--- src/rtl/irq_seq_pkg.sv ---
package irq_seq_pkg;
  typedef enum logic [1:0] {
    SQ_IDLE  = 2'd0,
    SQ_WAKE  = 2'd1,
    SQ_ENTER = 2'd2,
    SQ_LEAVE = 2'd3
  } sq_state_e;

  localparam int unsigned SQ_PHASES = 4;
endpackage

--- src/rtl/irq_seq_fsm.sv ---
module irq_seq_fsm
  import irq_seq_pkg::*;
#(
  parameter int unsigned WAKE_CYC = 4
) (
  input  logic      clk,
  input  logic      rst_n,
  input  logic      irq_valid,
  input  logic      insn_done,
  input  logic      asleep,
  input  logic      reti_req,
  output sq_state_e state,
  output logic [1:0] phase,
  output logic      can_take,
  output logic      accept,
  output logic      ret_start
);
  localparam int unsigned WCW = (WAKE_CYC > 1) ? $clog2(WAKE_CYC) : 1;
  localparam bit WAKE_EN = (WAKE_CYC > 0);
  localparam logic [WCW-1:0] WLAST = WCW'(WAKE_EN ? WAKE_CYC - 1 : 0);
  localparam logic [1:0] PLAST = 2'(SQ_PHASES - 1);

  logic [WCW-1:0] wcnt;

  // Boundary arbitration: a return request wins over a pending interrupt.
  assign can_take  = (state == SQ_IDLE) && insn_done && !reti_req;
  assign accept    = can_take && irq_valid;
  assign ret_start = (state == SQ_IDLE) && insn_done && reti_req;

  always_ff @(posedge clk or negedge rst_n) begin
    if (!rst_n) begin
      state <= SQ_IDLE;
      phase <= '0;
      wcnt  <= '0;
    end else begin
      unique case (state)
        SQ_IDLE: begin
          phase <= '0;
          wcnt  <= '0;
          if (ret_start)
            state <= SQ_LEAVE;
          else if (accept)
            state <= (asleep && WAKE_EN) ? SQ_WAKE : SQ_ENTER;
        end
        SQ_WAKE: begin
          if (wcnt == WLAST) begin
            state <= SQ_ENTER;
            wcnt  <= '0;
          end else begin
            wcnt <= wcnt + 1'b1;
          end
        end
        SQ_ENTER, SQ_LEAVE: begin
          if (phase == PLAST) begin
            state <= SQ_IDLE;
            phase <= '0;
          end else begin
            phase <= phase + 1'b1;
          end
        end
        default: state <= SQ_IDLE;
      endcase
    end
  end
endmodule

--- src/rtl/irq_seq_stack.sv ---
module irq_seq_stack #(
  parameter int unsigned    SP_W   = 8,
  parameter logic [SP_W-1:0] SP_RST = '1
) (
  input  logic            clk,
  input  logic            rst_n,
  input  logic            push,
  input  logic            pop,
  output logic [SP_W-1:0] sp,
  output logic [SP_W-1:0] sp_up
);
  // Downward stack: push writes at sp then decrements;
  // pop increments then reads at the new sp (addressed as sp+1 beforehand).
  assign sp_up = sp + 1'b1;

  always_ff @(posedge clk or negedge rst_n) begin
    if (!rst_n)
      sp <= SP_RST;
    else if (push)
      sp <= sp - 1'b1;
    else if (pop)
      sp <= sp_up;
  end
endmodule

--- src/rtl/irq_seq_path.sv ---
module irq_seq_path #(
  parameter int unsigned PC_W       = 16,
  parameter int unsigned VEC_W      = 4,
  parameter int unsigned SLOT_WORDS = 1
) (
  input  logic             clk,
  input  logic             rst_n,
  input  logic             accept,
  input  logic [VEC_W-1:0] irq_vec,
  input  logic [PC_W-1:0]  pc_cur,
  input  logic             hi_cap,
  input  logic             lo_cap,
  input  logic             sel_high,
  input  logic [7:0]       rdata,
  output logic [7:0]       push_byte,
  output logic [PC_W-1:0]  vec_addr,
  output logic [PC_W-1:0]  ret_addr
);
  localparam int unsigned HI_W = PC_W - 8;

  logic [PC_W-1:0]  pc_q;
  logic [VEC_W-1:0] vec_q;
  logic [HI_W-1:0]  hi_q;
  logic [7:0]       lo_q;
  logic [15:0]      pc_ext;

  always_ff @(posedge clk or negedge rst_n) begin
    if (!rst_n) begin
      pc_q  <= '0;
      vec_q <= '0;
      hi_q  <= '0;
      lo_q  <= '0;
    end else begin
      if (accept) begin
        pc_q  <= pc_cur;
        vec_q <= irq_vec;
      end
      if (hi_cap) hi_q <= rdata[HI_W-1:0];
      if (lo_cap) lo_q <= rdata;
    end
  end

  assign pc_ext    = 16'(pc_q);
  assign push_byte = sel_high ? pc_ext[15:8] : pc_ext[7:0];
  assign vec_addr  = PC_W'(vec_q) * PC_W'(SLOT_WORDS);
  assign ret_addr  = {hi_q, lo_q};
endmodule

--- src/rtl/irq_seq_top.sv ---
module irq_seq_top
  import irq_seq_pkg::*;
#(
  parameter int unsigned     PC_W       = 16,
  parameter int unsigned     SP_W       = 8,
  parameter int unsigned     VEC_W      = 4,
  parameter int unsigned     SLOT_WORDS = 1,
  parameter int unsigned     WAKE_CYC   = 4,
  parameter logic [SP_W-1:0] SP_RST     = '1
) (
  input  logic             clk,
  input  logic             rst_n,
  input  logic             irq_valid,
  input  logic [VEC_W-1:0] irq_vec,
  output logic             irq_ready,
  input  logic             insn_done,
  input  logic             asleep,
  input  logic             reti_req,
  input  logic [PC_W-1:0]  pc_cur,
  output logic             pc_load,
  output logic [PC_W-1:0]  pc_load_val,
  output logic             busy,
  output logic             gie_clr,
  output logic             gie_set,
  output logic             stk_we,
  output logic             stk_re,
  output logic [SP_W-1:0]  stk_addr,
  output logic [7:0]       stk_wdata,
  input  logic [7:0]       stk_rdata,
  output logic [SP_W-1:0]  sp
);
  sq_state_e  state;
  logic [1:0] phase;
  logic       can_take, accept, ret_start;
  logic       in_enter, in_leave, acc_q;
  logic [SP_W-1:0] sp_up;
  logic [PC_W-1:0] vec_addr, ret_addr;

  irq_seq_fsm #(.WAKE_CYC(WAKE_CYC)) u_fsm (
    .clk(clk), .rst_n(rst_n), .irq_valid(irq_valid), .insn_done(insn_done),
    .asleep(asleep), .reti_req(reti_req), .state(state), .phase(phase),
    .can_take(can_take), .accept(accept), .ret_start(ret_start)
  );

  assign in_enter = (state == SQ_ENTER);
  assign in_leave = (state == SQ_LEAVE);

  irq_seq_stack #(.SP_W(SP_W), .SP_RST(SP_RST)) u_stack (
    .clk(clk), .rst_n(rst_n),
    .push(in_enter && !phase[1]),
    .pop(in_leave && !phase[1]),
    .sp(sp), .sp_up(sp_up)
  );

  irq_seq_path #(.PC_W(PC_W), .VEC_W(VEC_W), .SLOT_WORDS(SLOT_WORDS)) u_path (
    .clk(clk), .rst_n(rst_n), .accept(accept), .irq_vec(irq_vec),
    .pc_cur(pc_cur),
    .hi_cap(in_leave && phase == 2'd1),
    .lo_cap(in_leave && phase == 2'd2),
    .sel_high(phase[0]), .rdata(stk_rdata),
    .push_byte(stk_wdata), .vec_addr(vec_addr), .ret_addr(ret_addr)
  );

  always_ff @(posedge clk or negedge rst_n) begin
    if (!rst_n) acc_q <= 1'b0;
    else        acc_q <= accept;
  end

  assign irq_ready   = can_take;
  assign busy        = (state != SQ_IDLE);
  assign gie_clr     = acc_q;
  assign gie_set     = in_leave && phase == 2'd3;
  assign stk_we      = in_enter && !phase[1];
  assign stk_re      = in_leave && !phase[1];
  assign stk_addr    = in_leave ? sp_up : sp;
  assign pc_load     = (in_enter || in_leave) && phase == 2'd3;
  assign pc_load_val = in_leave ? ret_addr : vec_addr;
endmodule

--- config.mk ---
export PLATFORM = sky130hd
export DESIGN_NAME = irq_seq_top
export DESIGN_NICKNAME = d
export VERILOG_FILES = /design/src/rtl/irq_seq_pkg.sv /design/src/rtl/irq_seq_fsm.sv /design/src/rtl/irq_seq_stack.sv /design/src/rtl/irq_seq_path.sv /design/src/rtl/irq_seq_top.sv
export SDC_FILE = /design/constraint.sdc
export NUM_CORES = 1
export LEC_CHECK = 0
export BUFFER_PORTS_ARGS = -buffer_cell sky130_fd_sc_hd__buf_4
export CORE_ASPECT_RATIO = 0.7
export CORE_MARGIN = 1.5
export CORE_UTILIZATION = 55
export CTS_CLUSTER_DIAMETER = 40
export DETAILED_ROUTE_END_ITERATION = 7
export PLACE_DENSITY_LB_ADDON = 0.1
export SLEW_MARGIN = 20
export SYNTH_ARGS = -nofsm -noshare
export SYNTH_HDL_FRONTEND = slang
export SYNTH_SLANG_ARGS = --single-unit
--- constraint.sdc ---
create_clock -name clk -period 4.6 [get_ports clk]
set_input_delay 0.23 -clock clk [delete_from_list [all_inputs] [get_ports clk]]
set_output_delay 0.23 -clock clk [all_outputs]
set_load 0.02 [all_outputs]
==> summary.txt, run 1 <==
Max-slew headroom -> 0.4678
Worst Max-Slew Pin Slew -> 0.7983 ns
Final Hold Fails -> 0
GPL Wtd Cong -> 0.8068
Pre-antenna DRT Iters -> 4
reg2reg path depth -> 4
Die Y -> 61.27 microns
nets -> 333
via/cell ratio -> 5.391
Yosys warnings -> 0
CP Launch Point -> u_fsm.state[0]
critical path depth in cells -> 5
worst hold path class -> in -> reg
Layout area overhead -> 25.19%
worst vdd ir -> 0.3849 mV
total global routing overflow -> 0
Worst R2R End -> u_path.vec_q[2]
Worst-path clk slew -> 0.09 ns
Cell Pwr Density -> 735.4 nW/um^2
critical path class -> reg -> out
Final Hold Slack -> 0.1499 ns
fraction of registers with async set/reset -> 1.000
f_max -> 414.7 MHz
crit-path cells -> and2_1, nand2_1, nor2_1, xor2_1, buf_4
area of the die -> 5283 sq um
crit path to -> stk_addr[6]
crit end category -> output pin
Post-synth top flop -> dfrtp_1
Post-Place Cells -> 340
Design Power -> 2456 uW
# diodes -> 0
post-CTS sizing -> 0
busiest layer in global routing -> met2
slowest library cell on the worst path -> dfrtp_1
Clock Skew -> 0.003242 ns
CTS tree -> done
antenna viol nets, final -> 0
core box area -> 4504 sq um
drt total wl -> 5.235 mm
global-route wire length before repair -> 8.424 mm
CP Max Fanout -> 31
Yosys top cell area share -> 0.4034
GRT Overall Usage -> 0.2145
post-synth net total -> 259
Tmin final -> 2.411 ns
Global Route met1 Usage -> 0.2983
vias in the first global route -> 1,744
M2 GR Usage -> 0.3465
largest net degree at the start of global routing -> 52
Yosys reg bits -> 51
post-route insts no fill -> 348
R2R Setup Slk -> 2.32 ns
WP buf/inv -> 1
Setup TNS Final -> 0 ns
Worst EP arrival -> 2.18 ns
max-cap violations -> 0
initial drt markers -> 90
number of flops mapped to enable cells by yosys -> 0
unrepaired setup endpoints after global routing -> false
Max Buffers Root-to-Sink -> 2
WL/cell -> 15.04 microns
setup bufs post-CTS -> 0
Post-Synthesis Cells -> 219
Distinct cells, synth -> 38
largest area contributor in the netlist -> dfrtp_1
port buffer count -> 80
start of the worst register-to-register path -> u_fsm.state[0]
Tcrit/Tclk final -> 0.5242
commonest cells in the netlist -> 43 x dfrtp_1, 29 x mux2_2, 19 x mux2_4
largest cells by area after synthesis -> dfrtp_1 40%, mux2_2 12%, mux2_4 11%
via count -> 1,876
Pleak -> 0.001680 uW
most common cell in the synthesized netlist -> dfrtp_1
Num CTS Buffers -> 5
status -> finished clean
Clk Latency, worst-skew pair -> 0.30 ns
max incr delay on CP -> 0.87 ns
CTS Sinks -> 51
Ports -> 81
Mapped Area -> 2668 sq um
syn avg cell area -> 12.18 sq um
CP Launch Type -> register
Final Setup Violations -> 0
post-synthesis sequential area ratio -> 0.4822
Max Slew Vio Count -> 0
Required @ worst endpoint -> 4.37 ns
die width -> 86.24 microns
initial antenna violation count -> 0
layout cell share with drive strength beyond 1 -> 0.5085
M3 GR Usage -> 0.05228
delay-heaviest family, CP -> flip-flops
row count -> 20
CTS root buf -> clkbuf_8
Starting Density -> 0.5922
H-tree depth -> 2
post-DP HPWL -> 3.742 mm
DR DRC count -> 0
final cells by class:
cell class	count	area [sq um]
Sequential cell	51	1286
Multi-Input combinational cell	147	1270
Fill cell	323	1165
Timing Repair Buffer	81	610.6
Clock buffer	5	68.82
Tap cell	55	68.82
Inverter	7	26.28
Clock inverter	2	8.758
kinds of logic (layout without fill, tap and decap cells):
family,count (synthesis),after routing,share of synthesized area
adder cells (fa/ha/maj),6,6,0.02814
AND/OR/NAND/NOR,59,59,0.1220
XOR/XNOR,15,15,0.04925
multiplexers,49,49,0.2331
AO/OA/AOI/OAI,18,18,0.04363
buffers and inverters,21,95,0.04175
flip-flops,51,51,0.4822
timing repair:
action	4_1_cts	5_1_grt
hold buffers	1	0
endpoints found under the hold margin	43	0
setup endpoints to repair	0	0
sequential cells by signal, summed over array words and instances, names as in the netlist:
register / cells
u_path.pc_ext: 16
u_path.hi_q: 8
u_path.lo_q: 8
u_stack.sp: 8
u_path.vec_q: 4
u_fsm.phase: 2
u_fsm.state: 2
u_fsm.wcnt: 2
gie_clr: 1
per-layer routing:
layer | vias to the layer above | part of all wire
li1 | 898 | -
met1 | 917 | 0.49
met2 | 57 | 0.45
met3 | 4 | 0.057
met4 | 0 | 0.0069
met5 | - | 0
stage by stage:
step,setup WS [ns],instance area (sq um),util
2_1_floorplan,2.706,2668,-
3_3_place_gp,2.425,3252,0.7219
3_5_place_dp,2.334,3252,0.7219
4_1_cts,2.186,3339,0.7414
5_1_grt,2.002,3339,0.7414
6_report,2.189,3339,0.7414
placed cells by master (no fill, tap or decap), types with 5 or more instances in the layout:
cell type  netlist  routed
ha_1             6       6
nor2_1           8       8
xnor2_1          9       9
nand2_1         16      16
and3_1          13      13
dfrtp_1         43      43
inv_1            7       7
mux2_2          29      29
mux2_4          19      19
xor2_1           6       6
clkbuf_8         0       5
o21ai_0          6       6
buf_4            0      80
dfstp_2          8       8
where the power goes:
| group | switching (uW) | internal, uW |
|---|---|---|
| clock | 142 | 102 |
| combinational | 594 | 677 |
| sequential | 246 | 695 |
how the worst min path moves through the flow:
stage / to / slack, ns / startpoint / cells past startpoint
global placement: u_path.pc_ext[8] / 0.30 / rst_n / 1
global route: u_path.pc_ext[8] / 0.14 / pc_cur[8] / 2
detailed placement: u_path.pc_ext[8] / 0.29 / rst_n / 1
floorplan: gie_clr / -0.07 / rst_n / 0
CTS: u_path.pc_ext[8] / 0.15 / pc_cur[8] / 2
finish: u_path.pc_ext[5] / 0.15 / pc_cur[5] / 2
Note: power is estimated with default switching activity, not from simulation.
==> run 2: changes to the inputs <==
Settings changed: CORE_UTILIZATION 55 to 51.
Clock period 4.6 ns to 2.4 ns, I/O delays scaled along.
==> summary.txt, run 2 (synthesis results as in run 1) <==
Switching Power -> 1918 uW (was 982.1 uW)
Final Hold Slack -> 0.02698 ns (was 0.1499 ns)
Starting Density -> 0.5429 (was 0.5922)
Worst EP arrival -> 1.91 ns (was 2.18 ns)
Flop pwr share -> 0.334 (was 0.384)
GRT Overall Usage -> 0.2134 (was 0.2145)
Clk Latency, worst-skew pair -> 0.31 ns (was 0.30 ns)
Worst-path clk slew -> 0.10 ns (was 0.09 ns)
R2R Setup Slk -> 0.51 ns (was 2.32 ns)
CTS Sinks -> 51 (unchanged)
largest net degree at the start of global routing -> 52 (unchanged)
GPL Wtd Cong -> 0.8016 (was 0.8068)
setup bufs post-CTS -> 0 (unchanged)
CP Max Fanout -> 11 (was 31)
via count -> 1,895 (was 1,876)
row count -> 21 (was 20)
Worst R2R End -> u_path.vec_q[3] (was u_path.vec_q[2])
Num CTS Buffers -> 5 (unchanged)
nets -> 336 (was 333)
H-tree depth -> 2 (unchanged)
Max Slew Vio Count -> 0 (unchanged)
# diodes -> 0 (unchanged)
reg2reg path depth -> 4 (unchanged)
Required @ worst endpoint -> 2.28 ns (was 4.37 ns)
layout cell share with drive strength beyond 1 -> 0.5152 (was 0.5085)
CTS root buf -> clkbuf_8 (unchanged)
slowest library cell on the worst path -> dfstp_2 (was dfrtp_1)
Comb pwr share -> 0.525 (was 0.517)
via/cell ratio -> 5.178 (was 5.391)
crit path to -> stk_addr[7] (was stk_addr[6])
WL/cell -> 14.99 microns (was 15.04 microns)
delay-heaviest family, CP -> flip-flops (unchanged)
initial drt markers -> 90 (unchanged)
initial antenna violation count -> 0 (unchanged)
Pleak -> 0.001719 uW (was 0.001680 uW)
Sw Share -> 0.3835 (was 0.3999)
Final Hold Fails -> 0 (unchanged)
Tcrit/Tclk final -> 0.8475
global-route wire length before repair -> 9.045 mm (was 8.424 mm)
Clk pwr share -> 0.141 (was 0.099)
core box area -> 4913 sq um (was 4504 sq um)
crit-path cells -> nand3_1, or2_2, nor2_1, xor2_1, buf_4 (was and2_1, nand2_1, nor2_1, xor2_1, buf_4)
critical path depth in cells -> 5 (unchanged)
post-route insts no fill -> 366 (was 348)
max-cap violations -> 0 (unchanged)
post-DP HPWL -> 3.846 mm (was 3.742 mm)
commonest cells after routing, fill and taps aside -> 83 x buf_4, 43 x dfrtp_1, 29 x mux2_2, 19 x mux2_4, 16 x nand2_1 (was 80 x buf_4, 43 x dfrtp_1, 29 x mux2_2, 19 x mux2_4, 16 x nand2_1)
Setup TNS Final -> 0 ns (unchanged)
Pre-antenna DRT Iters -> 4 (unchanged)
Die Y -> 63.51 microns (was 61.27 microns)
Post-Place Cells -> 357 (was 340)
status -> finished clean (unchanged)
drt total wl -> 5.487 mm (was 5.235 mm)
final worst-path setup slack -> 0.3659 ns (was 2.189 ns)
unrepaired setup endpoints after global routing -> false (unchanged)
f_max -> 491.6 MHz
port buffer count -> 80 (unchanged)
critical path class -> reg -> out (unchanged)
Tmin final -> 2.034 ns
max incr delay on CP -> 0.65 ns (was 0.87 ns)
FF+latch area -> 1286 sq um (unchanged)
start of the worst register-to-register path -> u_fsm.state[1] (was u_fsm.state[0])
worst vdd ir -> 0.7637 mV (was 0.3849 mV)
CP Launch Point -> u_stack.sp[2] (was u_fsm.state[0])
Worst Max-Slew Pin Slew -> 0.6862 ns (was 0.7983 ns)
Multi-input gate area -> 1270 sq um (unchanged)
Layout area overhead -> 28.75% (was 25.19%)
Max-slew headroom -> 0.5409 (was 0.4678)
internal power -> 3083 uW (was 1474 uW)
area of the die -> 5680 sq um (was 5283 sq um)
vias in the first global route -> 1,876 (was 1,744)
antenna viol nets, final -> 0 (unchanged)
DR DRC count -> 0 (unchanged)
crit end category -> output pin (unchanged)
commonest non-fill, non-tap cell in the layout -> buf_4 (unchanged)
CP Launch Type -> register (unchanged)
die width -> 89.44 microns (was 86.24 microns)
DP Worst Slack -> 0.5203 ns (was 2.334 ns)
Cell Pwr Density -> 1456 nW/um^2 (was 735.4 nW/um^2)
CTS tree -> done (unchanged)
total global routing overflow -> 0 (unchanged)
Ports -> 81 (unchanged)
Max Buffers Root-to-Sink -> 2 (unchanged)
WP buf/inv -> 1 (unchanged)
Final Setup Violations -> 0 (unchanged)
Clock Skew -> 0.01190 ns (was 0.003242 ns)
Fill cells -> 374 (was 323)
worst hold path class -> in -> reg (unchanged)
max reg flops -> 16 (unchanged)
==> run 2: cell count changes in the layout (fill, tap and decap cells not counted) <==
cell / delta
buf_4: +3
bufinv_16: +2
clkbuf_1: +1
clkinv_1: -1
clkinv_2: -1
==> run 2: metrics by stage <==
| stage | instance area [sq um] | utilization | total power [uW] |
|---|---|---|---|
| 5_1_grt | 3435 | 0.6990 | 5341 |
| 6_report | 3435 | 0.6990 | 5000 |
| 4_1_cts | 3435 | 0.6990 | 5027 |
| 3_3_place_gp | 3292 | 0.6700 | 4250 |
| 2_1_floorplan | 2668 | - | 3416 |
| 3_5_place_dp | 3292 | 0.6700 | 4315 |
==> run 2: what timing repair did <==
| action | 4_1_cts | 5_1_grt |
|---|---|---|
| endpoints found under the hold margin | 43 | 0 |
| hold buffers | 1 | 0 |
| gates resized for setup | 0 | 0 |
==> run 2: cell type report <==
cell class | count | area share
Inverter | 7 | 0.007650
Clock buffer | 6 | 0.02113
Multi-Input combinational cell | 147 | 0.3698
Timing Repair Buffer | 84 | 0.1843
Clock inverter | 2 | 0.01749
Sequential cell | 51 | 0.3745
Tap cell | 69 | 0.02514
==> run 2: per-layer routing <==
| metal | share of wire | GRT usage |
|---|---|---|
| met5 | 0 | 0 |
| met4 | 0.015 | 0.07885 |
| met3 | 0.049 | 0.05242 |
| met2 | 0.46 | 0.3195 |
| met1 | 0.47 | 0.2985 |
==> run 2: power by group through the flow <==
stage	Sequential, uW	Combinational [uW]	Clock [uW]
floorplan	1630	1780	0
global placement	1670	2580	0
detailed placement	1680	2640	0
CTS	1670	2650	714
global route	1740	2850	751
finish	1670	2630	705
==> run 2: worst min path at each step <==
stage,startpoint,to,slack [ns],depth (start not counted)
5_1_grt,irq_vec[2],u_path.vec_q[2],0.02,2
4_1_cts,pc_cur[8],u_path.pc_ext[8],0.02,2
3_5_place_dp,rst_n,u_path.pc_ext[2],0.19,1
6_report,pc_cur[8],u_path.pc_ext[8],0.03,2
3_3_place_gp,rst_n,u_path.vec_q[0],0.19,1
2_1_floorplan,rst_n,gie_clr,-0.18,0
==> run 2: worst register-to-register path, stage by stage (launching register included) <==
cell and delay [ns]:
dfrtp_1 0.39, or2_4 0.26, nor3b_2 0.23, nand2_2 0.44
mux2_4 0.46
==> run 3: changes to the inputs <==
Settings changed: CORE_UTILIZATION 51 to 46.
Clock period 2.4 ns to 1.75 ns, I/O delays scaled along.
==> summary.txt, run 3 (synthesis results as in run 1) <==
critical path class -> reg -> out (unchanged)
commonest cells after routing, fill and taps aside -> 88 x buf_4, 43 x dfrtp_1, 29 x mux2_2, 19 x mux2_4 (was 83 x buf_4, 43 x dfrtp_1, 29 x mux2_2, 19 x mux2_4, 16 x nand2_1)
reg2reg path depth -> 4 (unchanged)
Pre-antenna DRT Iters -> 4 (unchanged)
GRT Overall Usage -> 0.1965 (was 0.2134)
nets -> 352 (was 336)
port buffer count -> 80 (unchanged)
Die Y -> 66.72 microns (was 63.51 microns)
Layout area overhead -> 35.27% (was 28.75%)
Clk Latency, worst-skew pair -> 0.30 ns (was 0.31 ns)
via count -> 1,934 (was 1,895)
Setup TNS Final -> 0 ns (unchanged)
Starting Density -> 0.4919 (was 0.5429)
Switching Power -> 2717 uW (was 1918 uW)
Flop pwr share -> 0.326 (was 0.334)
Max-slew headroom -> 0.5747 (was 0.5409)
Pleak -> 0.001795 uW (was 0.001719 uW)
Worst-path clk slew -> 0.09 ns (was 0.10 ns)
CTS root buf -> clkbuf_8 (unchanged)
initial drt markers -> 133 (was 90)
unrepaired setup endpoints after global routing -> true (was false)
CP Max Fanout -> 4 (was 11)
worst hold path class -> in -> reg (unchanged)
CTS tree -> done (unchanged)
Worst R2R End -> u_stack.sp[7] (was u_path.vec_q[3])
Final Hold Fails -> 0 (unchanged)
Ports -> 81 (unchanged)
Fill cells -> 428 (was 374)
Sw Share -> 0.3942 (was 0.3835)
Max Slew Vio Count -> 0 (unchanged)
Cell Pwr Density -> 1910 nW/um^2 (was 1456 nW/um^2)
Clk pwr share -> 0.099 (was 0.141)
placed inst area -> 3359 sq um (was 3292 sq um)
status -> finished clean (unchanged)
Num CTS Buffers -> 5 (unchanged)
CTS Sinks -> 51 (unchanged)
area of the die -> 6273 sq um (was 5680 sq um)
# diodes -> 0 (unchanged)
internal power -> 4176 uW (was 3083 uW)
post-route insts no fill -> 384 (was 366)
Hold Startpoint -> pc_cur[8] (unchanged)
R2R Setup Slk -> 0.14 ns (was 0.51 ns)
initial antenna violation count -> 0 (unchanged)
worst vdd ir -> 1.000 mV (was 0.7637 mV)
fin util -> 0.6654 (was 0.6990)
Final Hold Slack -> 0.01303 ns (was 0.02698 ns)
DR DRC count -> 0 (unchanged)
core box area -> 5423 sq um (was 4913 sq um)
die width -> 94.02 microns (was 89.44 microns)
crit end category -> output pin (unchanged)
Tcrit/Tclk final -> 0.9941
drt total wl -> 5.792 mm (was 5.487 mm)
Clock Skew -> 0.004127 ns (was 0.01190 ns)
Worst EP arrival -> 1.65 ns (was 1.91 ns)
WHS Path Cells -> 2 (unchanged)
f_max -> 574.8 MHz
Hold EP -> u_path.pc_ext[8] (unchanged)
largest net degree at the start of global routing -> 52 (unchanged)
max-cap violations -> 0 (unchanged)
Tmin final -> 1.740 ns
via/cell ratio -> 5.036 (was 5.178)
global-route wire length before repair -> 9.280 mm (was 9.045 mm)
antenna viol nets, final -> 0 (unchanged)
Post-Place Cells -> 365 (was 357)
post-DP HPWL -> 4.032 mm (was 3.846 mm)
vias in the first global route -> 1,871 (was 1,876)
Final Instance Area -> 3608 sq um (was 3435 sq um)
H-tree depth -> 2 (unchanged)
start of the worst register-to-register path -> u_stack.sp[4] (was u_fsm.state[1])
Comb pwr share -> 0.576 (was 0.525)
layout cell share with drive strength beyond 1 -> 0.5545 (was 0.5152)
Required @ worst endpoint -> 1.66 ns (was 2.28 ns)
commonest non-fill, non-tap cell in the layout -> buf_4 (unchanged)
row count -> 22 (was 21)
CP Launch Type -> register (unchanged)
Max Buffers Root-to-Sink -> 2 (unchanged)
Final Setup Violations -> 0 (unchanged)
WL/cell -> 15.08 microns (was 14.99 microns)
GPL Wtd Cong -> 0.8091 (was 0.8016)
Worst Max-Slew Pin Slew -> 0.6380 ns (was 0.6862 ns)
total global routing overflow -> 0 (unchanged)
max reg flops -> 16 (unchanged)
==> run 3: cell count changes in the layout (fill, tap and decap cells not counted), sizes merged <==
| cell | previous run | this run |
|---|---|---|
| buf | 83 | 94 |
| bufinv | 2 | 0 |
| clkinv | 0 | 1 |
| dlygate4sd3 | 1 | 6 |
==> run 3: worst max-delay path by stage <==
stage          depth (start not counted)           start          endpoint  slack [ns]
2_1_floorplan                          6  u_fsm.state[1]  u_path.pc_ext[0]       -0.04
3_3_place_gp                           5   u_stack.sp[2]       stk_addr[7]        0.15
3_5_place_dp                           5   u_stack.sp[2]       stk_addr[7]        0.13
4_1_cts                                5   u_stack.sp[0]       stk_addr[6]       0.007
5_1_grt                                5   u_stack.sp[0]       stk_addr[5]       -0.06
6_report                               5   u_stack.sp[0]       stk_addr[5]        0.01
==> run 3: metal layers <==
metal	GRT usage	wire (microns)	vias to the layer above
met5	0	0	-
met4	0.05597	74	0
met3	0.05137	348	9
met2	0.2944	2470	57
met1	0.2799	2898	927
li1	-	-	941
==> run 3: final cells by class <==
| type | count | area, sq um | share of cell area |
|---|---|---|---|
| Clock buffer | 6 | 82.58 | 0.02288 |
| Clock inverter | 1 | 5.005 | 0.001387 |
| Inverter | 7 | 26.28 | 0.007282 |
| Multi-Input combinational cell | 147 | 1321 | 0.3662 |
| Sequential cell | 51 | 1286 | 0.3564 |
| Tap cell | 72 | 90.09 | 0.02497 |
| Timing Repair Buffer | 100 | 797.0 | 0.2209 |
==> run 3: through the flow <==
stage | setup slack [ns] | power [uW]
2_1_floorplan | -0.03913 | 4699
3_3_place_gp | 0.1456 | 5966
3_5_place_dp | 0.1317 | 6022
4_1_cts | 0.006760 | 6844
5_1_grt | -0.06410 | 7368
6_report | 0.01025 | 6893
==> run 3: worst max-delay path, stage by stage (launching register included) <==
cell,delay (ns)
dfstp_2,0.61
nand2_2,0.07
or2_4,0.27
nor2_2,0.09
xor2_1,0.15
buf_4,0.16
==> run 3: power by group through the flow <==
stage	Sequential, uW	Clock [uW]	Combinational, uW
2_1_floorplan	2240	0	2460
3_3_place_gp	2290	0	3670
3_5_place_dp	2310	0	3710
4_1_cts	2220	698	3930
5_1_grt	2330	756	4290
6_report	2250	679	3970
==> run 3: repair_timing <==
action	CTS	global route
endpoints found under the setup margin	8	4
cloned	0	0
pin swaps	0	5
hold endpoints to repair	43	5
buffers inserted	5	1
hold buffers	1	5
gates resized for setup	7	9
